## src/rtl/seq_addr_codec.sv

```systemverilog
module seq_addr_codec #(
  parameter int ADDR_W = 16,
  parameter int STRIDE = 4
) (
  input  logic              clk,
  input  logic              rst_n,
  input  logic              in_vld,
  input  logic [ADDR_W-1:0] in_addr,
  output logic              bus_vld,
  output logic [ADDR_W-1:0] bus_addr,
  output logic              bus_inc,
  output logic              dec_vld,
  output logic [ADDR_W-1:0] dec_addr
);
  localparam logic [ADDR_W-1:0] STEP = ADDR_W'(STRIDE);

  logic [ADDR_W-1:0] tx_last, rx_last;
  logic              tx_primed, rx_primed;
  logic              tx_hit;

  assign tx_hit = tx_primed && (in_addr == tx_last + STEP);

  always_ff @(posedge clk or negedge rst_n) begin
    if (!rst_n) begin
      bus_vld   <= 1'b0;
      bus_addr  <= '0;
      bus_inc   <= 1'b0;
      tx_last   <= '0;
      tx_primed <= 1'b0;
    end else begin
      bus_vld <= in_vld;
      if (in_vld) begin
        bus_inc   <= tx_hit;
        tx_last   <= in_addr;
        tx_primed <= 1'b1;
        if (!tx_hit) bus_addr <= in_addr;
      end
    end
  end

  assign dec_vld  = bus_vld;
  assign dec_addr = bus_inc ? rx_last + STEP : bus_addr;

  always_ff @(posedge clk or negedge rst_n) begin
    if (!rst_n) begin
      rx_last   <= '0;
      rx_primed <= 1'b0;
    end else if (bus_vld) begin
      rx_last   <= dec_addr;
      rx_primed <= 1'b1;
    end
  end

  p_frozen_lines_r2: assert property (@(posedge clk) disable iff (!rst_n)
    bus_vld && bus_inc |-> $stable(bus_addr));

  p_raw_value_r3: assert property (@(posedge clk) disable iff (!rst_n)
    bus_vld && !bus_inc |-> bus_addr == $past(in_addr));

  p_first_raw_r4: assert property (@(posedge clk) disable iff (!rst_n)
    bus_vld && !rx_primed |-> !bus_inc);

  p_idle_hold_r7: assert property (@(posedge clk) disable iff (!rst_n)
    !bus_vld |-> $stable(bus_addr));

  p_mirror_r1: assert property (@(posedge clk) disable iff (!rst_n)
    bus_vld |=> rx_last == $past(tx_last));
endmodule

```

## config.mk

```make
export PLATFORM = sky130hd
export DESIGN_NAME = seq_addr_codec
export DESIGN_NICKNAME = d
export VERILOG_FILES = /design/src/rtl/seq_addr_codec.sv
export SDC_FILE = /design/constraint.sdc
export NUM_CORES = 1
export LEC_CHECK = 0
export BUFFER_PORTS_ARGS = -buffer_cell sky130_fd_sc_hd__buf_2
export CAP_MARGIN = 20
export CORE_MARGIN = 2
export CORE_UTILIZATION = 57
export DETAILED_ROUTE_END_ITERATION = 16
export PLACE_DENSITY_LB_ADDON = 0.2
export REMOVE_ABC_BUFFERS = 1
export SLEW_MARGIN = 40
export SYNTH_ARGS = -nofsm -noshare
export SYNTH_HDL_FRONTEND = slang
export SYNTH_SLANG_ARGS = --single-unit
```

## constraint.sdc

```tcl
create_clock -name clk -period 2.4 [get_ports clk]
set_input_delay 0.36 -clock clk [delete_from_list [all_inputs] [get_ports clk]]
set_output_delay 0.36 -clock clk [all_outputs]
set_load 0.02 [all_outputs]
```

* Word level (Yosys, flattened, before mapping)
Index checks and enable logic that the tools add are counted.
** Storage, ports and cells
- Register bits after elaboration :: 51
- Output and inout port bits :: 35
- Word-level logic and storage cells :: 13
** Operators by class
- Add/sub/neg operators :: 2
- Equal/unequal tests :: 1
- Mux-type cells :: 1
- Bitwise gates (word level) :: 1
- Reductions and logical operators :: 2
** Operators with widths (count)
- $add 16x3->16 const B :: 2
- $eq 16x16->1 :: 1
- $mux 16 :: 1
- $reduce_and 2->1 :: 1
- $logic_and 1x1->1 :: 1
- $not 1->1 :: 1

* Logic depth before layout (Yosys ltp)
Gate-level depths: netlist of the first run.
- Depth in word-level cells :: 5
- Gate-level depth with buffers :: 9
- Mapped depth without buffers :: 7

* Least setup slack after synthesis of the first run
Ideal clock, no wire load.
- Path kind :: reg2reg
- From :: register tx_last[5]
- To :: register bus_addr[10]
- Setup time :: 0.134 ns
- Arrival time :: 2.059 ns
- Required time :: 2.266 ns
- Slack :: 0.207 ns
- Cell stages (with the launch flop) :: 9
- Cell sequence :: dfrtp_1 buf_2 nand4_4 nor4_2 mux2_4 a31o_4 buf_6 a32oi_2 o211ai_2
** On the way
- Word-level cells in the longest chain between the ends :: 5
** Ends and longest elaborated chain
- start, declared :: line 17 : logic [ADDR_W-1:0] tx_last, rx_last;
- start signal, assigned :: line 34 : tx_last <= in_addr;
- $add 16x3->16 :: line 21 : assign tx_hit = tx_primed && (in_addr == tx_last + STEP);
- $eq 16x16->1 :: line 21
- $logic_and 1x1->1 :: line 21
- $not 1->1 (no line)
- $reduce_and 2->1 (no line)
- end signal, assigned :: line 36 : if (!tx_hit) bus_addr <= in_addr;
- end, declared :: line 10 : output logic [ADDR_W-1:0] bus_addr,
Every way passes these cells.
A chain may end at the register's enable or synchronous reset.

* Final worst setup path of the first run
- From :: register rx_last[2]
- To :: output dec_addr[12]
** On the way
- Word-level cells in the longest chain between the ends :: 2
** Ends and longest elaborated chain
- start, declared :: line 17
- start signal, assigned :: line 49 : rx_last <= dec_addr;
- $add 16x3->16 :: line 42 : assign dec_addr = bus_inc ? rx_last + STEP : bus_addr;
- $mux 16 :: line 42
- end, declared :: line 13 : output logic [ADDR_W-1:0] dec_addr
Every way passes these cells.

==> results of run 1 <==
routing by layer:
| metal | track usage, % | routed length, um | up-vias |
|---|---|---|---|
| li1 | - | - | 1325 |
| met4 | 7.80 | 154 | 0 |
| met5 | 0 | 0 | - |
| met3 | 4.04 | 455 | 18 |
| met1 | 37.1 | 3610 | 1407 |
| met2 | 45.3 | 4030 | 112 |
sequential cells by signal (all words and copies together), names as in the netlist:
| register | flops |
|---|---|
| bus_addr | 16 |
| rx_last | 16 |
| tx_last | 16 |
| bus_inc | 1 |
| bus_vld | 1 |
| tx_primed | 1 |
layout by cell type, fill, tap and decap left out, types with 2 or more instances in the layout:
cell type and n:
o211ai_1 7, buf_2 52, o21ai_0 38, nor2_1 17
mux2_2 18, clkbuf_8 5, buf_4 15, or3_1 3
a32oi_1 7, a21oi_1 12, dfrtp_1 51, and2_1 18
buf_12 2, nor2b_1 3, o22ai_1 2, nand3_2 2
inv_1 4, nand3_1 11, nand4_1 4, nor3b_1 2
o211ai_2 10, nor4_1 2, a31oi_1 2, nand2b_1 2
and3_1 2, or2_1 3, a21o_1 16, xnor2_1 13
xor2_1 14, a32oi_2 9, nor3_2 2, nor4_2 3
nand2_1 12
power by group:
part / switching, mW / leakage (nW) / internal, mW / total [mW]
Sequential: 0.132 / 0.591 / 0.962 / 1.09
Clock: 0.292 / 0.0412 / 0.205 / 0.497
Combinational: 0.374 / 0.922 / 0.286 / 0.660
worst max-delay path, cell delays in order (launching register included):
cell and delay (ns):
dfrtp_1 0.40, ha_2 0.22, nand2_1 0.10, nor3_2 0.21, nand2_1 0.09, xor2_1 0.16, a21oi_1 0.26, buf_4 0.20
metrics by stage:
step	utilization, %	setup WS, ns	setup TNS [ns]	area, um2	total power [mW]
after CTS	68.0	0.0289	0	3770	2.24
after global routing	68.9	-0.0455	-0.0455	3820	2.38
final	68.9	0.0980	0	3820	2.25
after detailed placement	66.5	0.163	0	3680	1.75
after global placement	66.5	0.241	0	3680	1.72
after floorplan	-	-0.0169	-0.131	3200	1.53
logic make-up after synthesis:
group | Yosys count
AND/OR/NAND/NOR | 91
flip-flops | 51
adder cells (fa/ha/maj) | 2
XOR/XNOR | 27
AO/OA/AOI/OAI | 113
multiplexers | 19
buffers and inverters | 24
path summary, 6_finish.rpt:
kind	depth (start not counted)	endpoint	startpoint	slack [ns]
min in group clk	2	bus_vld	in_vld	0.41
max	7	dec_addr[12]	rx_last[2]	0.1
max in group asynchronous	2	bus_addr[1]	rst_n	1.69
min	1	tx_last[10]	rst_n	0.04
max reg2reg	8	bus_addr[1]	tx_last[5]	0.20
min reg2reg	1	tx_primed	tx_primed	0.49
cell type report:
cell class,instances,share of cell area (%)
Multi-Input combinational cell,252,50.8
Sequential cell,51,33.4
Timing Repair Buffer,69,10.8
Tap cell,72,2.36
Clock buffer,6,1.90
Inverter,4,0.393
Clock inverter,2,0.328
repair_timing:
action | CTS | global route
resized for setup | 0 | 7
setup endpoints to repair | 0 | 20
setup buffers | 0 | 1
==> key figures, run 1 <==
Clocking
  • Total CTS buffers: 5
  • Htree depth: 2
  • Root Buffer: clkbuf_8
  • Clock transition at path regs: 0.09 ns
  • Clock tree buffer depth: 2
  • Clk_lat worst skew: 0.31 ns
  • Cts hold-fix bufs: 0
  • Clk sink count: 51
  • CTS tree: done

Timing
  • Final setup vio count: 0
  • Slew Limit Fails: 0
  • Worst slew pin tran: 0.585 ns
  • Slew headroom: 61.0%
  • Layout Skew: 0.0108 ns
  • Worst hold slack: 0.0447 ns
  • RSZ-0062 raised after global routing: yes
  • Final Cycle Share: 95.9%
  • Fmax: 434 MHz
  • Fin crit period: 2.30 ns
  • Final hold vios: 0

Placed design
  • Post-DP HPWL: 5.81 mm
  • Quantity of I/O buffers inserted on ports: 53
  • GP Congestion: 0.863
  • Placed cell count: 447

Cells and area
  • Share of cells above drive strength 1: 34.4%
  • Fin nets: 404
  • Sequential Area: 0.00128 mm2
  • N_diodes: 0
  • Multi-input gate area: 0.00194 mm2
  • Area growth from synthesis to layout: 15.4%
  • Fin cells: 456
  • Filler instances: 467

Synth
  • Top_reg_cell synth: dfrtp_1
  • Area contributors post-synth: dfrtp_1 39%, mux2_2 6.1%, o21ai_0 5.7%
  • Post-synthesis xor/xnor area fraction: 7.15%
  • Top cells by count, synth: 51 x dfrtp_1, 38 x o21ai_0, 18 x and2_1, 18 x mux2_2, 17 x nor2_1
  • Share of the synthesized area in the top cell type: 38.6%
  • Compound-cell area share of the yosys netlist: 27.6%
  • Area of the mapped netlist: 0.00331 mm2
  • Main combinational cell family by area after synthesis: compound AO/OA/AOI/OAI gates
  • Post-synthesis mux area share: 6.58%
  • Asr flop ratio synth: 100%
  • Cells after synthesis: 327
  • Most frequent cell after synthesis: dfrtp_1
  • Count of cell types in the netlist: 49
  • Yosys warns: 0
  • Seq/Total Area, Yosys: 38.6%
  • Post-Synth Adder-Cell Area: 0.756%
  • Avg Cell Area, Syn: 10.1 um2
  • Synth area leader: dfrtp_1
  • Simple-Gate Fraction of Synth Area: 15.7%
  • Register bit total from synthesis: 51
  • Number of synthesized flops with an enable pin: 0

Critical path
  • Critical path startpoint category: register
  • Critical Path RT: 2.04 ns
  • Worst path arrival time: 1.94 ns
  • CP max FO: 4
  • Crit end category: output port
  • Crit Path Category: register to output port

Power
  • Power Density: 589 mW/mm2
  • P_leak: 1.55 nW
  • Max IR drop VDD: 0.404 mV

Global routing
  • Initial antenna violation count: 0
  • Global route total overflow: 0
  • First-pass GRT wire length: 13.7 mm
  • GRT Util Overall: 27.3%
  • Largest net degree at the start of global routing: 26
  • Vias in the first global route: 2790

Route
  • WL/cell: 18.1 um
  • Antenna-violating nets left: 0
  • DR DRC count: 0
  • Initial drt markers: 250
  • DRT Pass-1 Iters: 5
  • Vias: 2862
  • Drt total wl: 8.25 mm
  • Vias per cell: 6.28

Min path
  • Type of the worst min-delay path: primary input to asynchronous set/reset pin

Floorplan
  • Core Footprint: 0.00554 mm2
  • Initial core utilization: 59.7%
  • I/O Pins: 54
  • Die Span Y: 80.2 um
  • Row count: 27
  • Die ar.: 0.00643 mm2
  • Die width: 80.2 um

Outcome
  • Status: completed

Run
  • Max Cap Viol: 0
Power figures use the tool's default switching activity.
==> run 2, diff against run 1 <==
ABC_AREA = 0   (was not set)
CORE_UTILIZATION = 60   (was 57)
HOLD_SLACK_MARGIN = 0.12   (was not set)
clock period = 2.84 ns   (was 2.4 ns; I/O delays follow)
==> run 2 against run 1 <==
  * Clock-buffer cell count is 1 higher
  * Via count is 2.2% lower
  * Global-route usage is 0.099 points higher
  * Clock power is 9.5% lower
  * Power is 15% lower
  * Sequential share of layout area is 0.78 points higher
  * Final cell count is 1.3% lower
  * Critical path depth stayed put
  * Setup slack better by 0.24 ns
  * Final area is 2.3% lower
  * Non-clock buffer count is 6 lower
==> key figures, run 2 (synthesis results as in run 1) <==
Clocking
  • Clk sink count: 51 (unchanged)
  • Total CTS buffers: 5 (unchanged)
  • CTS tree: done
  • Postcts setup bufs: 0 (unchanged)
  • Cts repair resizes: 0 (unchanged)
  • Root Buffer: clkbuf_8
  • Cts hold-fix bufs: 1 (+1)
  • Clk_lat worst skew: 0.31 ns (about the same)
  • Clock tree buffer depth: 2 (unchanged)
  • Clock transition at path regs: 0.09 ns (about the same)
  • Htree depth: 2 (unchanged)

Cells and area
  • Area growth from synthesis to layout: 12.7%
  • Commonest cells after routing, fill and taps aside: 53 x buf_2, 51 x dfrtp_1, 38 x o21ai_0
  • Share of cells above drive strength 1: 31.5% (-2.9 points)
  • Final instance area: 0.00373 mm2 (-2.3%)
  • Biggest regs: bus_addr (16), rx_last (16), tx_last (16)
  • Most common cell after layout, fill and taps aside: buf_2
  • Core Util, Final: 69.0% (+0.10 points)
  • Fin nets: 398 (-1.5%)
  • N_diodes: 0 (unchanged)

Placed design
  • Placed Area: 0.00363 mm2 (-1.6%)
  • GP Congestion: 0.862 (-0.17%)
  • Dpl ws: 0.378 ns (+0.215 ns)
  • Quantity of I/O buffers inserted on ports: 53 (unchanged)
  • Post-DP HPWL: 5.54 mm (-4.6%)

Timing
  • Final Cycle Share: 88.1%
  • Slew headroom: 45.1% (-16 points)
  • Slew Limit Fails: 0 (unchanged)
  • Final hold vios: 0 (unchanged)
  • Layout Skew: 0.0125 ns (+0.00166 ns)
  • Worst slew pin tran: 0.823 ns (+0.238 ns)
  • Final worst slack: 0.338 ns (+0.240 ns)
  • Fmax: 400 MHz
  • Worst hold slack: 0.431 ns (+0.386 ns)
  • Setup TNS: 0 ns (unchanged)
  • Fin crit period: 2.50 ns
  • RSZ-0062 raised after global routing: no
  • Final setup vio count: 0 (unchanged)

Floorplan
  • Die width: 78.3 um (-2.4%)
  • I/O Pins: 54 (unchanged)
  • Die ar.: 0.00613 mm2 (-4.8%)
  • Initial core utilization: 61.2% (+1.5 points)
  • Die Span Y: 78.3 um (-2.4%)
  • Row count: 27 (unchanged)
  • Core Footprint: 0.00541 mm2 (-2.4%)

Power
  • Power Density: 512 mW/mm2 (-13%)
  • Max IR drop VDD: 0.295 mV (-27%)
  • P_leak: 1.52 nW (-2.2%)

Run
  • Max Cap Viol: 0 (unchanged)

Critical path
  • Critical Path RT: 2.98 ns (+0.94 ns)
  • CP max FO: 17 (+13)
  • Crit Path Category: register to register
  • Critical path startpoint category: register
  • Worst path arrival time: 2.65 ns (+0.71 ns)
  • Crit end category: register

Route
  • DR DRC count: 0 (unchanged)
  • WL/cell: 17.7 um (-2.2%)
  • DRT Pass-1 Iters: 5 (unchanged)
  • Antenna-violating nets left: 0 (unchanged)
  • Vias per cell: 6.22 (-0.93%)
  • Vias: 2798 (-2.2%)
  • Drt total wl: 7.96 mm (-3.5%)
  • Initial drt markers: 143 (-43%)

Global routing
  • Largest net degree at the start of global routing: 32 (+23%)
  • Vias in the first global route: 2732 (-2.1%)
  • Initial antenna violation count: 0 (unchanged)
  • First-pass GRT wire length: 13.4 mm (-2.5%)
  • Global route total overflow: 0 (unchanged)
  • GRT Util Overall: 27.4% (+0.099 points)

Outcome
  • Status: completed

Min path
  • Type of the worst min-delay path: primary input to asynchronous set/reset pin
## run 2: changes by cell type in the layout (fill, tap and decap cells not counted), sizes merged
cell / previous run / this run
buf: 69 / 62
clkbuf: 6 / 7
dlygate4sd3: 0 / 1
clkinvlp: 1 / 0
## run 2: through the flow
stage / power [mW] / std cells
after global placement: 1.45 / 441
after global routing: 2.00 / 450
after floorplan: 1.29 / 307
after detailed placement: 1.47 / 441
final: 1.91 / 450
after CTS: 1.92 / 450
## run 2: layout make-up
cell class | count | area, um2
clock buffer | 7 | 86.3
clock inverter | 1 | 8.76
fill | 440 | 1670
inverter | 4 | 15.0
multi-input combinational | 252 | 1910
sequential | 51 | 1280
tap | 72 | 90.1
timing repair buffer | 63 | 343
## run 2: worst paths after layout
check	startpoint	end	slack [ns]	cells after the start
min in group clk	in_vld	bus_vld	0.43	1
worst min-delay path	rst_n	tx_last[1]	0.43	2
worst max-delay path	tx_last[2]	bus_inc	0.34	7
max in group asynchronous	rst_n	rx_last[7]	1.88	3
worst min register to register	tx_primed	tx_primed	0.51	1
worst max register to register	tx_last[2]	bus_inc	0.34	7
## run 2: report_power, final
part	switching [mW]	internal [mW]
registers	0.113	0.813
logic	0.302	0.231
clock network	0.249	0.200
total	0.665	1.24
## run 2: routing by layer
metal  wire length [um]  up-vias  global-route usage (%)  share of wire, %
met1               3450     1364                    36.6                43
li1                   -     1319                       -                 -
met4                148        0                    8.42               1.9
met3                417       16                    3.10               5.2
met2               3950       99                    46.9                50
met5                  0        -                       0                 0
## run 2: worst max-delay path, cell delays in order, from the launching register on
cell	delay, ns
dfrtp_1	0.44
ha_1	0.28
and2_1	0.20
nand3_1	0.13
nor4_2	0.07
o311ai_2	0.32
or2_1	0.69
o22ai_1	0.21
==> run 3, diff against run 2 <==
CTS_BUF_LIST = sky130_fd_sc_hd__clkbuf_16   (was not set)
==> run 3 against run 2 <==
  * Sequential power about the same
  * Clock-buffer cell count is 2 lower
  * Worst hold slack improved by 0.010 ns
  * Register-to-register slack about the same
  * Final area increased by 1.2%
  * Wire length shrank 0.36%
  * Die area unchanged
  * Sequential share of layout area fell by 0.42 points
  * Global-route usage up 0.27 points
==> key figures, run 3 (synthesis results as in run 1) <==
Outcome
  • Status: completed

Route
  • WL/cell: 17.6 um (-0.36%)
  • Initial drt markers: 160 (+12%)
  • DR DRC count: 0 (unchanged)
  • Drt total wl: 7.94 mm (-0.36%)
  • Vias: 2802 (+0.14%)
  • Antenna-violating nets left: 0 (unchanged)
  • DRT Pass-1 Iters: 4 (-1)
  • Vias per cell: 6.23 (+0.14%)

Critical path
  • Reg-to-Reg End: bus_inc
  • CP max FO: 17 (unchanged)
  • Crit Path Category: register to register
  • Path depth of the worst reg2reg path: 7 (unchanged)
  • Critical path startpoint category: register
  • Worst path arrival time: 2.64 ns (about the same)
  • Critical Path RT: 2.96 ns (-0.02 ns)
  • Crit end category: register
  • R2R Setup Slk: 0.32 ns (about the same)
  • Reg2reg start: tx_last[2]

Clocking
  • Clock transition at path regs: 0.07 ns (-0.02 ns)
  • Cts repair resizes: 0 (unchanged)
  • CTS tree: done
  • Root Buffer: clkbuf_16
  • Cts hold-fix bufs: 1 (unchanged)
  • Clk_lat worst skew: 0.29 ns (-0.02 ns)
  • Htree depth: 2 (unchanged)
  • Clock tree buffer depth: 2 (unchanged)
  • Total CTS buffers: 5 (unchanged)
  • Clk sink count: 51 (unchanged)
  • Postcts setup bufs: 0 (unchanged)

Run
  • Max Cap Viol: 0 (unchanged)

Floorplan
  • Initial core utilization: 61.2% (unchanged)
  • Die ar.: 0.00613 mm2 (unchanged)
  • Row count: 27 (unchanged)
  • Die Span Y: 78.3 um (unchanged)
  • Die width: 78.3 um (unchanged)
  • I/O Pins: 54 (unchanged)
  • Core Footprint: 0.00541 mm2 (unchanged)

Power
  • Psw: 680 uW (+2.3%)
  • Gate power share: 26.0% (-1.9 points)
  • Part of the power in registers: 45.3% (-3.2 points)
  • Max IR drop VDD: 0.370 mV (+25%)
  • Power Density: 542 mW/mm2 (+5.9%)
  • P_leak: 1.54 nW (+1.6%)
  • Clk network pwr share: 28.7% (+5.1 points)
  • Sw Ratio: 33.2% (-1.6 points)
  • Cell Int Power: 1.37 mW (+9.9%)

Cells and area
  • Area growth from synthesis to layout: 14.1%
  • Fin nets: 398 (unchanged)
  • Commonest cells after routing, fill and taps aside: 53 x buf_2, 51 x dfrtp_1, 38 x o21ai_0
  • Biggest regs: bus_addr (16), rx_last (16), tx_last (16)
  • Most common cell after layout, fill and taps aside: buf_2
  • Fin cells: 450 (unchanged)
  • N_diodes: 0 (unchanged)
  • Filler instances: 432 (-1.8%)
  • Share of cells above drive strength 1: 31.2% (-0.26 points)

Timing
  • Final hold vios: 0 (unchanged)
  • Layout Skew: 0.00548 ns (-0.00703 ns)
  • Slew headroom: 43.3% (-1.9 points)
  • RSZ-0062 raised after global routing: no
  • Slew Limit Fails: 0 (unchanged)
  • Fin crit period: 2.52 ns (+0.0136 ns)
  • Setup TNS: 0 ns (unchanged)
  • Worst slew pin tran: 0.851 ns (+0.0282 ns)
  • Final Cycle Share: 88.6% (+0.48 points)
  • Final setup vio count: 0 (unchanged)
  • Fmax: 398 MHz (-0.54%)

Min path
  • Hold EP: bus_vld
  • Type of the worst min-delay path: primary input to register
  • Hold path depth: 1
  • Hold wc startpoint: in_vld

Global routing
  • GRT Util Overall: 27.6% (+0.27 points)
  • Global route total overflow: 0 (unchanged)
  • First-pass GRT wire length: 13.5 mm (+0.57%)
  • Vias in the first global route: 2777 (+1.6%)
  • Largest net degree at the start of global routing: 32 (unchanged)
  • Initial antenna violation count: 0 (unchanged)

Placed design
  • GP Congestion: 0.862 (unchanged)
  • Post-DP HPWL: 5.54 mm (unchanged)
  • Placed cell count: 441 (unchanged)
  • Quantity of I/O buffers inserted on ports: 53 (unchanged)
-- run 3: changes by cell type in the layout (fill, tap and decap cells not counted), sizes merged --
cell	delta
inv	+1
clkinv	+1
clkbuf	-2
-- run 3: worst max path at each step --
stage / from / to / slack [ns] / cells after the start
3_5_place_dp: tx_last[2] / bus_addr[5] / 0.38 / 7
3_3_place_gp: tx_last[5] / bus_addr[10] / 0.48 / 6
6_report: tx_last[2] / bus_inc / 0.32 / 7
2_1_floorplan: tx_last[2] / bus_addr[0] / 0.42 / 7
5_1_grt: tx_last[2] / bus_addr[5] / 0.11 / 7
4_1_cts: tx_last[2] / bus_addr[5] / 0.35 / 7
-- run 3: final cells by class --
type / instances / area [um2] / area share, %
clock buffer: 5 / 125 / 3.31
clock inverter: 3 / 16.3 / 0.431
inverter: 4 / 15.0 / 0.397
multi-input combinational: 252 / 1910 / 50.6
sequential: 51 / 1280 / 33.8
tap: 72 / 90.1 / 2.38
timing repair buffer: 63 / 343 / 9.08
-- run 3: power by group through the flow --
stage	registers (mW)	clock network (mW)	logic, mW
after global placement	0.934	0	0.514
after detailed placement	0.937	0	0.530
after floorplan	0.947	0	0.342
after global routing	0.940	0.617	0.586
after CTS	0.925	0.597	0.534
final	0.927	0.588	0.532
-- run 3: metrics by stage --
step | util [%] | worst slack, ns | power [mW] | instance area (um2) | hold WS (ns)
final | 69.9 | 0.324 | 2.05 | 3780 | 0.441
after global routing | 69.9 | 0.114 | 2.14 | 3780 | 0.449
after CTS | 69.9 | 0.352 | 2.06 | 3780 | 0.439
after detailed placement | 67.1 | 0.378 | 1.47 | 3630 | 0.222
after global placement | 67.1 | 0.479 | 1.45 | 3630 | 0.223
after floorplan | - | 0.423 | 1.29 | 3200 | 0.130
-- run 3: metal layers --
layer,GRT usage (%),share of wire [%]
met3,3.56,5.8
met4,7.89,1.4
met1,36.5,43
met5,0,0
met2,47.9,50
-- run 3: worst max-delay path, cell delays in order, from the launching register on --
cell and delay, ns:
dfrtp_1 0.43, ha_1 0.26, nand3_1 0.11, a211oi_1 0.24, nor3b_1 0.10, o311ai_2 0.29, or2_1 0.72, o22ai_1 0.21
